[config.mk]
export PLATFORM = sky130hd
export DESIGN_NAME = lat_sched
export DESIGN_NICKNAME = d
export VERILOG_FILES = /design/src/rtl/lat_sched_pkg.sv /design/src/rtl/lat_sched_ctrl.sv /design/src/rtl/lat_sched_data.sv /design/src/rtl/lat_sched.sv
export SDC_FILE = /design/constraint.sdc
export NUM_CORES = 1
export LEC_CHECK = 0
export BUFFER_PORTS_ARGS = -buffer_cell sky130_fd_sc_hd__clkbuf_2
export CORE_MARGIN = 1
export CORE_UTILIZATION = 55
export CTS_CLUSTER_DIAMETER = 150
export DETAILED_ROUTE_END_ITERATION = 7
export GPL_TIMING_DRIVEN = 0
export PLACE_DENSITY = 0.74
export REMOVE_ABC_BUFFERS = 1
export SLEW_MARGIN = 20
export SYNTH_ARGS = -nofsm -noshare
export SYNTH_HDL_FRONTEND = slang
export SYNTH_SLANG_ARGS = --single-unit
[constraint.sdc]
create_clock -name clk -period 7.2 [get_ports clk]
set_clock_uncertainty 0.2 [all_clocks]
set_input_delay 1.44 -clock clk [delete_from_list [all_inputs] [get_ports clk]]
set_output_delay 1.44 -clock clk [all_outputs]
set_load 0.02 [all_outputs]
[src/rtl/lat_sched_pkg.sv]
package lat_sched_pkg;

  // Strobes decoded by the control path and consumed by the slot array.
  typedef struct packed {
    logic allocEn;  // a write into the selected free slot happens
    logic missEn;   // cache outcome says miss for resTag
    logic hitEn;    // cache outcome says hit for resTag
  } schedStrobe_t;

endpackage

[src/rtl/lat_sched_ctrl.sv]
module lat_sched_ctrl
  import lat_sched_pkg::*;
#(
  parameter int ENTRIES = 4,
  parameter int GRANTS  = 2
) (
  input  logic               clk,
  input  logic               rstN,
  input  logic [ENTRIES-1:0] reqVec,
  input  logic [ENTRIES-1:0] freeVec,
  input  logic               allocValid,
  input  logic               resValid,
  input  logic               resMiss,
  output logic [ENTRIES-1:0] grantVec,
  output logic [ENTRIES-1:0] allocVec,
  output logic               allocReady,
  output schedStrobe_t       strobe
);

  // Oldest-first by position: lower index wins, up to GRANTS per cycle.
  always_comb begin
    int granted;
    granted  = 0;
    grantVec = '0;
    for (int i = 0; i < ENTRIES; i++) begin
      if (reqVec[i] && granted < GRANTS) begin
        grantVec[i] = 1'b1;
        granted     = granted + 1;
      end
    end
  end

  // Lowest free slot receives the next operation.
  always_comb begin
    logic found;
    found    = 1'b0;
    allocVec = '0;
    for (int i = 0; i < ENTRIES; i++) begin
      if (freeVec[i] && !found) begin
        allocVec[i] = 1'b1;
        found       = 1'b1;
      end
    end
  end

  assign allocReady     = |freeVec;
  assign strobe.allocEn = allocValid && (|freeVec);
  assign strobe.missEn  = resValid && resMiss;
  assign strobe.hitEn   = resValid && !resMiss;

  // grants never exceed the lane count
  a_r4_grant_cap: assert property (@(posedge clk) disable iff (!rstN)
    $countones(grantVec) <= GRANTS);

endmodule

[src/rtl/lat_sched_data.sv]
module lat_sched_data
  import lat_sched_pkg::*;
#(
  parameter int ENTRIES  = 4,
  parameter int GRANTS   = 2,
  parameter int TAG_W    = 4,
  parameter int HIT_LAT  = 2,
  parameter int MISS_LAT = 8,
  parameter int LAT_W    = 4
) (
  input  logic                      clk,
  input  logic                      rstN,
  input  schedStrobe_t              strobe,
  input  logic [ENTRIES-1:0]        allocVec,
  input  logic [ENTRIES-1:0]        grantVec,
  input  logic                      allocLoad,
  input  logic [LAT_W-1:0]          allocLat,
  input  logic [TAG_W-1:0]          allocSrcA,
  input  logic                      allocRdyA,
  input  logic [TAG_W-1:0]          allocSrcB,
  input  logic                      allocRdyB,
  input  logic [TAG_W-1:0]          allocDst,
  input  logic [TAG_W-1:0]          resTag,
  output logic [ENTRIES-1:0]        reqVec,
  output logic [ENTRIES-1:0]        freeVec,
  output logic [GRANTS-1:0]         issueValid,
  output logic [GRANTS*TAG_W-1:0]   issueTag,
  output logic [ENTRIES-1:0]        wakeValid,
  output logic [ENTRIES*TAG_W-1:0]  wakeTag
);

  localparam logic [LAT_W-1:0] HIT_L  = LAT_W'(HIT_LAT);
  localparam logic [LAT_W-1:0] MISS_L = LAT_W'(MISS_LAT);
  localparam logic [LAT_W-1:0] PROBE_L = LAT_W'(HIT_LAT + 1);

  logic [ENTRIES-1:0] validQ, issuedQ, loadQ, rdyAQ, rdyBQ;
  logic [TAG_W-1:0]   srcAQ [ENTRIES];
  logic [TAG_W-1:0]   srcBQ [ENTRIES];
  logic [TAG_W-1:0]   dstQ  [ENTRIES];
  logic [LAT_W-1:0]   latQ  [ENTRIES];
  logic [LAT_W-1:0]   ageQ  [ENTRIES];

  logic [ENTRIES-1:0] bcast, wakeA, wakeB, missA, missB, selfMiss, selfHit, release_;
  logic               allocWakeA, allocWakeB, outcomeOk;

  // A slot broadcasts when its age since issue reaches its latency.
  always_comb begin
    for (int i = 0; i < ENTRIES; i++)
      bcast[i] = validQ[i] && issuedQ[i] && (ageQ[i] == latQ[i]);
  end

  // Tag compare against every wakeup bus, plus miss and outcome decode.
  always_comb begin
    allocWakeA = 1'b0;
    allocWakeB = 1'b0;
    outcomeOk  = 1'b0;
    for (int j = 0; j < ENTRIES; j++) begin
      if (bcast[j] && dstQ[j] == allocSrcA) allocWakeA = 1'b1;
      if (bcast[j] && dstQ[j] == allocSrcB) allocWakeB = 1'b1;
    end
    for (int i = 0; i < ENTRIES; i++) begin
      wakeA[i] = 1'b0;
      wakeB[i] = 1'b0;
      for (int j = 0; j < ENTRIES; j++) begin
        if (bcast[j] && dstQ[j] == srcAQ[i]) wakeA[i] = 1'b1;
        if (bcast[j] && dstQ[j] == srcBQ[i]) wakeB[i] = 1'b1;
      end
      missA[i]    = strobe.missEn && validQ[i] && (srcAQ[i] == resTag);
      missB[i]    = strobe.missEn && validQ[i] && (srcBQ[i] == resTag);
      selfMiss[i] = strobe.missEn && validQ[i] && loadQ[i] && (dstQ[i] == resTag);
      selfHit[i]  = strobe.hitEn  && validQ[i] && loadQ[i] && (dstQ[i] == resTag);
      release_[i] = (bcast[i] && (!loadQ[i] || latQ[i] == MISS_L)) || selfHit[i];
      if (validQ[i] && loadQ[i] && issuedQ[i] && dstQ[i] == resTag && ageQ[i] == PROBE_L)
        outcomeOk = 1'b1;
    end
  end

  always_ff @(posedge clk or negedge rstN) begin
    if (!rstN) begin
      validQ  <= '0;
      issuedQ <= '0;
      loadQ   <= '0;
      rdyAQ   <= '0;
      rdyBQ   <= '0;
      for (int i = 0; i < ENTRIES; i++) begin
        srcAQ[i] <= '0;
        srcBQ[i] <= '0;
        dstQ[i]  <= '0;
        latQ[i]  <= '0;
        ageQ[i]  <= '0;
      end
    end else begin
      for (int i = 0; i < ENTRIES; i++) begin
        if (strobe.allocEn && allocVec[i]) begin
          validQ[i]  <= 1'b1;
          issuedQ[i] <= 1'b0;
          loadQ[i]   <= allocLoad;
          srcAQ[i]   <= allocSrcA;
          srcBQ[i]   <= allocSrcB;
          dstQ[i]    <= allocDst;
          rdyAQ[i]   <= allocRdyA || allocWakeA;
          rdyBQ[i]   <= allocRdyB || allocWakeB;
          latQ[i]    <= allocLoad ? HIT_L : allocLat;
          ageQ[i]    <= '0;
        end else if (validQ[i]) begin
          if (wakeA[i]) rdyAQ[i] <= 1'b1;
          if (wakeB[i]) rdyBQ[i] <= 1'b1;
          if (grantVec[i]) begin
            issuedQ[i] <= 1'b1;
            ageQ[i]    <= LAT_W'(1);
          end else if (issuedQ[i] && ageQ[i] != '1) begin
            ageQ[i] <= ageQ[i] + 1'b1;
          end
          if (selfMiss[i]) latQ[i] <= MISS_L;
          // Selective replay: only consumers of the missing tag go back.
          if (missA[i] || missB[i]) begin
            if (missA[i]) rdyAQ[i] <= 1'b0;
            if (missB[i]) rdyBQ[i] <= 1'b0;
            issuedQ[i] <= 1'b0;
            ageQ[i]    <= '0;
          end
          if (release_[i]) begin
            validQ[i]  <= 1'b0;
            issuedQ[i] <= 1'b0;
          end
        end
      end
    end
  end

  assign reqVec  = validQ & ~issuedQ & rdyAQ & rdyBQ;
  assign freeVec = ~validQ;

  // Pack granted slots onto lanes, lowest slot first.
  always_comb begin
    logic [ENTRIES-1:0] left;
    logic               pick;
    left       = grantVec;
    issueValid = '0;
    issueTag   = '0;
    for (int l = 0; l < GRANTS; l++) begin
      pick = 1'b0;
      for (int i = 0; i < ENTRIES; i++) begin
        if (left[i] && !pick) begin
          pick                         = 1'b1;
          left[i]                      = 1'b0;
          issueValid[l]                = 1'b1;
          issueTag[l*TAG_W +: TAG_W]   = dstQ[i];
        end
      end
    end
  end

  always_comb begin
    wakeValid = bcast;
    for (int i = 0; i < ENTRIES; i++)
      wakeTag[i*TAG_W +: TAG_W] = dstQ[i];
  end

  // an outcome always refers to a load one cycle past its predicted wakeup
  a_r8_outcome_match: assert property (@(posedge clk) disable iff (!rstN)
    (strobe.hitEn || strobe.missEn) |-> outcomeOk);

  for (genvar g = 0; g < ENTRIES; g++) begin : gChk
    // writes only land in an unoccupied slot
    a_r2_alloc_free: assert property (@(posedge clk) disable iff (!rstN)
      (strobe.allocEn && allocVec[g]) |-> !validQ[g]);
    // a granted slot stops requesting
    a_r3_no_reissue: assert property (@(posedge clk) disable iff (!rstN)
      grantVec[g] |=> !reqVec[g]);
    // a non-load slot is released after its wakeup
    a_r5_slot_release: assert property (@(posedge clk) disable iff (!rstN)
      (bcast[g] && !loadQ[g]) |=> !validQ[g]);
    // a consumer of a missing tag returns to waiting
    a_r9_squash_clear: assert property (@(posedge clk) disable iff (!rstN)
      (missA[g] || missB[g]) |=> (!issuedQ[g] && !reqVec[g]));
  end

endmodule

[src/rtl/lat_sched.sv]
module lat_sched
  import lat_sched_pkg::*;
#(
  parameter int ENTRIES  = 4,
  parameter int GRANTS   = 2,
  parameter int TAG_W    = 4,
  parameter int HIT_LAT  = 2,
  parameter int MISS_LAT = 8,
  parameter int LAT_W    = $clog2(MISS_LAT + 1)
) (
  input  logic                      clk,
  input  logic                      rstN,
  input  logic                      allocValid,
  input  logic                      allocLoad,
  input  logic [LAT_W-1:0]          allocLat,
  input  logic [TAG_W-1:0]          allocSrcA,
  input  logic                      allocRdyA,
  input  logic [TAG_W-1:0]          allocSrcB,
  input  logic                      allocRdyB,
  input  logic [TAG_W-1:0]          allocDst,
  output logic                      allocReady,
  input  logic                      resValid,
  input  logic                      resMiss,
  input  logic [TAG_W-1:0]          resTag,
  output logic [GRANTS-1:0]         issueValid,
  output logic [GRANTS*TAG_W-1:0]   issueTag,
  output logic [ENTRIES-1:0]        wakeValid,
  output logic [ENTRIES*TAG_W-1:0]  wakeTag
);

  logic [ENTRIES-1:0] reqVec, freeVec, grantVec, allocVec;
  schedStrobe_t       strobe;

  lat_sched_ctrl #(.ENTRIES(ENTRIES), .GRANTS(GRANTS)) ctrl (
    .clk(clk), .rstN(rstN), .reqVec(reqVec), .freeVec(freeVec),
    .allocValid(allocValid), .resValid(resValid), .resMiss(resMiss),
    .grantVec(grantVec), .allocVec(allocVec), .allocReady(allocReady),
    .strobe(strobe)
  );

  lat_sched_data #(
    .ENTRIES(ENTRIES), .GRANTS(GRANTS), .TAG_W(TAG_W),
    .HIT_LAT(HIT_LAT), .MISS_LAT(MISS_LAT), .LAT_W(LAT_W)
  ) data (
    .clk(clk), .rstN(rstN), .strobe(strobe), .allocVec(allocVec),
    .grantVec(grantVec), .allocLoad(allocLoad), .allocLat(allocLat),
    .allocSrcA(allocSrcA), .allocRdyA(allocRdyA), .allocSrcB(allocSrcB),
    .allocRdyB(allocRdyB), .allocDst(allocDst), .resTag(resTag),
    .reqVec(reqVec), .freeVec(freeVec), .issueValid(issueValid),
    .issueTag(issueTag), .wakeValid(wakeValid), .wakeTag(wakeTag)
  );

endmodule

==> impl_metrics.toml <==
[clocking]
cts_resized = 0
clkLatencyLatePin_ns = 0.36
cts.path.max_buffers = 2
postCtsSetupRepairBufs = 0
numCtsBuffers = 9
cts_root_buffer = "clkbuf_16"
postCtsHoldBufs = 0
cts_tree = "yes"
cts.clk_slew.worst_paths_ns = 0.07
htree_levels = 3
cts_sinks = 100

[route]
ant_nets = 0
vias_per_cell = 6.15
remaining_drc_errors = 0
wl_per_cell_um = 20.7
drtIter0Drc = 602
routed_wl_um = 22200
vias = 6567
firstDrtPassIters = 5

[placed_design]
io_buffers = 58
dp_hpwl_um = 15000
pre_cts_ws_ns = 2.70
dpl_cell_area_mm2 = 0.00785
place_congestion = 0.875
dpl.cell_count = 1052

[power_and_ir_drop]
leakagePower_nw = 3.38
power.density_mw_per_mm2 = 486
ir_drop_v = 0.000378

[status]
outcome = "finished clean"

[cells_and_area]
final_nets = 923
antenna_cells = 0
fin_area_mm2 = 0.00816
area_growth_pct = 5.62
nFillCells = 1234
fin_cells = 1068
drive_gt1_share_pct = 12.1
multi_input_area_mm2 = 0.00469
seqCellArea_mm2 = 0.00250

[die]
die_y_um = 121
rows = 42
die_w_um = 121
die-area_mm2 = 0.0145
core_mm2 = 0.0135
start_util_pct = 57.4
io-pin-count = 59

[critical_path]
ff2ff_path_depth = 9
cp.arrival_ns = 3.28
r2r_slack_ns = 3.96
r2r-start = "data.validQ[1]$_DFF_PN0_"
r2r_end = "data.ageQ[2]$_DFFE_PN0P_"
end_kind = "primary output"
cp_max_fo = 17
start_kind = "flip-flop"
critical_path_class = "reg2out"
critPathRequiredTime_ns = 5.56

[logic_synthesis]
avgSynthCellArea_um2 = 8.44
async_flop_share_pct = 100
synth_cell_types = 55
synth_most_common_cell = "xnor2_1"
yosysWarnings = 0
yosysSeqAreaShare_pct = 32.4
synth-main-ff-cell = "dfrtp_1"
yosys-top-cells-area = "dfrtp_1 (32%), xnor2_1 (21%), nand2_1 (7.0%)"
synth_edf_count = 0
synth_seq_cells = 100
synth_area_mm2 = 0.00772
yosysTopAreaCellShare_pct = 32.4
syn-instance-count = 915
yosysTopAreaCell = "dfrtp_1"
synth_commonest_cells = "xnor2_1 (182), nand2_1 (145), dfrtp_1 (100), nand4_1 (48), buf_2 (47)"

[timing]
timing.fmax_mhz = 203
min_period_ns = 4.92
slew_viol_final = 0
setup_violations = 0
rsz0062_at_grt = "false"
fin_crit_sh_pct = 68.4
hold_slack_ns = 0.332
fin_ws_ns = 2.28
setup_tns_ns = 0
max-slew-margin-rel_pct = 29.3
hold_viol_final = 0
worstMarginPinSlew_ns = 1.06

[grt]
grt_pass1_vias = 6103
grt_usage_pct = 31.8
grt_start_max_net_pins = 67
grt.overflow.total = 0
grt_first_pass_wirelength_um = 34900
antenna_found_initial = 0

[min_path]
hold_path_class = "reg2reg"
hold_start = "data.rdyAQ[2]$_DFFE_PN0P_"
min_path_cells = 2
min_to = "data.rdyAQ[2]$_DFFE_PN0P_"

[flow_run]
cap_violations = 0
## critical path: stages (launching register included)
cell and delay (ns):
dfrtp_1 0.58, nand4b_1 0.33, inv_1 0.17, ha_1 0.24, nor4bb_1 0.35, nand2_1 0.25, xnor2_1 0.19, nor3_1 0.38
a222oi_1 0.17, inv_1 0.10, clkbuf_2 0.16
## layout by cell type, fill, tap and decap left out, drive strengths merged, types with 9 or more instances in the layout
master  netlist  routed
a21oi        17      17
a22o         14      14
clkbuf       39      67
dfrtp       100     100
inv          25      29
mux2         21      21
nand2       145     145
nand3        22      22
nand4        48      48
nor2         34      34
nor3         18      18
nor4          9       9
o21ai        25      25
o22ai        19      19
or3           9       9
xnor2       182     182
xor2         36      36
## per-stage QoR
stage                     util [%]  power [mW]
final                         60.6        3.97
after global routing          60.6        4.23
after CTS                     60.6        3.94
after detailed placement      58.4        3.42
after global placement        57.9        3.35
after floorplan                  -        2.83
## power breakdown
part           switching, mW  internal (mW)
Sequential             0.758          0.813
Combinational          0.874           1.01
Clock                  0.239          0.276
Total                   1.87           2.10
## how the worst max path moves through the flow
stage                                         from     endpoint  cells past startpoint
after floorplan           data.validQ[1]$_DFF_PN0_  issueTag[4]                      9
after global placement    data.validQ[1]$_DFF_PN0_  issueTag[4]                     10
after detailed placement  data.validQ[1]$_DFF_PN0_  issueTag[6]                     10
after CTS                 data.validQ[1]$_DFF_PN0_  issueTag[6]                     10
after global routing      data.validQ[1]$_DFF_PN0_  issueTag[7]                     10
final                     data.validQ[1]$_DFF_PN0_  issueTag[6]                     10
## registers in the layout (all words and copies together), names as in the netlist
| name | flops |
|---|---|
| data.ageQ | 16 |
| data.issuedQ | 4 |
| data.latQ | 16 |
| data.loadQ | 4 |
| data.rdyAQ | 4 |
| data.rdyBQ | 4 |
| data.srcAQ | 16 |
| data.srcBQ | 16 |
| data.validQ | 4 |
| data.wakeTag | 16 |
## area by class of cell
type | instances | area share, %
sequential | 100 | 30.7
inverter | 25 | 1.15
timing repair buffer | 60 | 4.19
tap | 176 | 2.70
clock inverter | 7 | 0.997
multi-input combinational | 691 | 57.5
clock buffer | 9 | 2.76
## cells by family (layout without fill, tap and decap cells)
| logic type | count (synthesis) | after routing | synth area share (%) |
|---|---|---|---|
| and+or+nand+nor | 315 | 315 | 19.6 |
| xor gates and xnor gates | 218 | 218 | 24.7 |
| AOI/OAI and AO/OA | 129 | 129 | 12.0 |
| buffers and inverters | 124 | 101 | 6.98 |
| DFF | 100 | 100 | 32.4 |
| muxes | 21 | 21 | 3.06 |
| adders and majority gates | 8 | 8 | 1.30 |
## layer usage
layer  GRT usage [%]  share of wire [%]  vias up
met2            49.6                 46      272
met4            11.7                2.3        0
li1                -                  -     3032
met1            43.8                 44     3212
met3            5.99                7.7       51
met5               0                  0        -
Power figures use the tool's default switching activity.
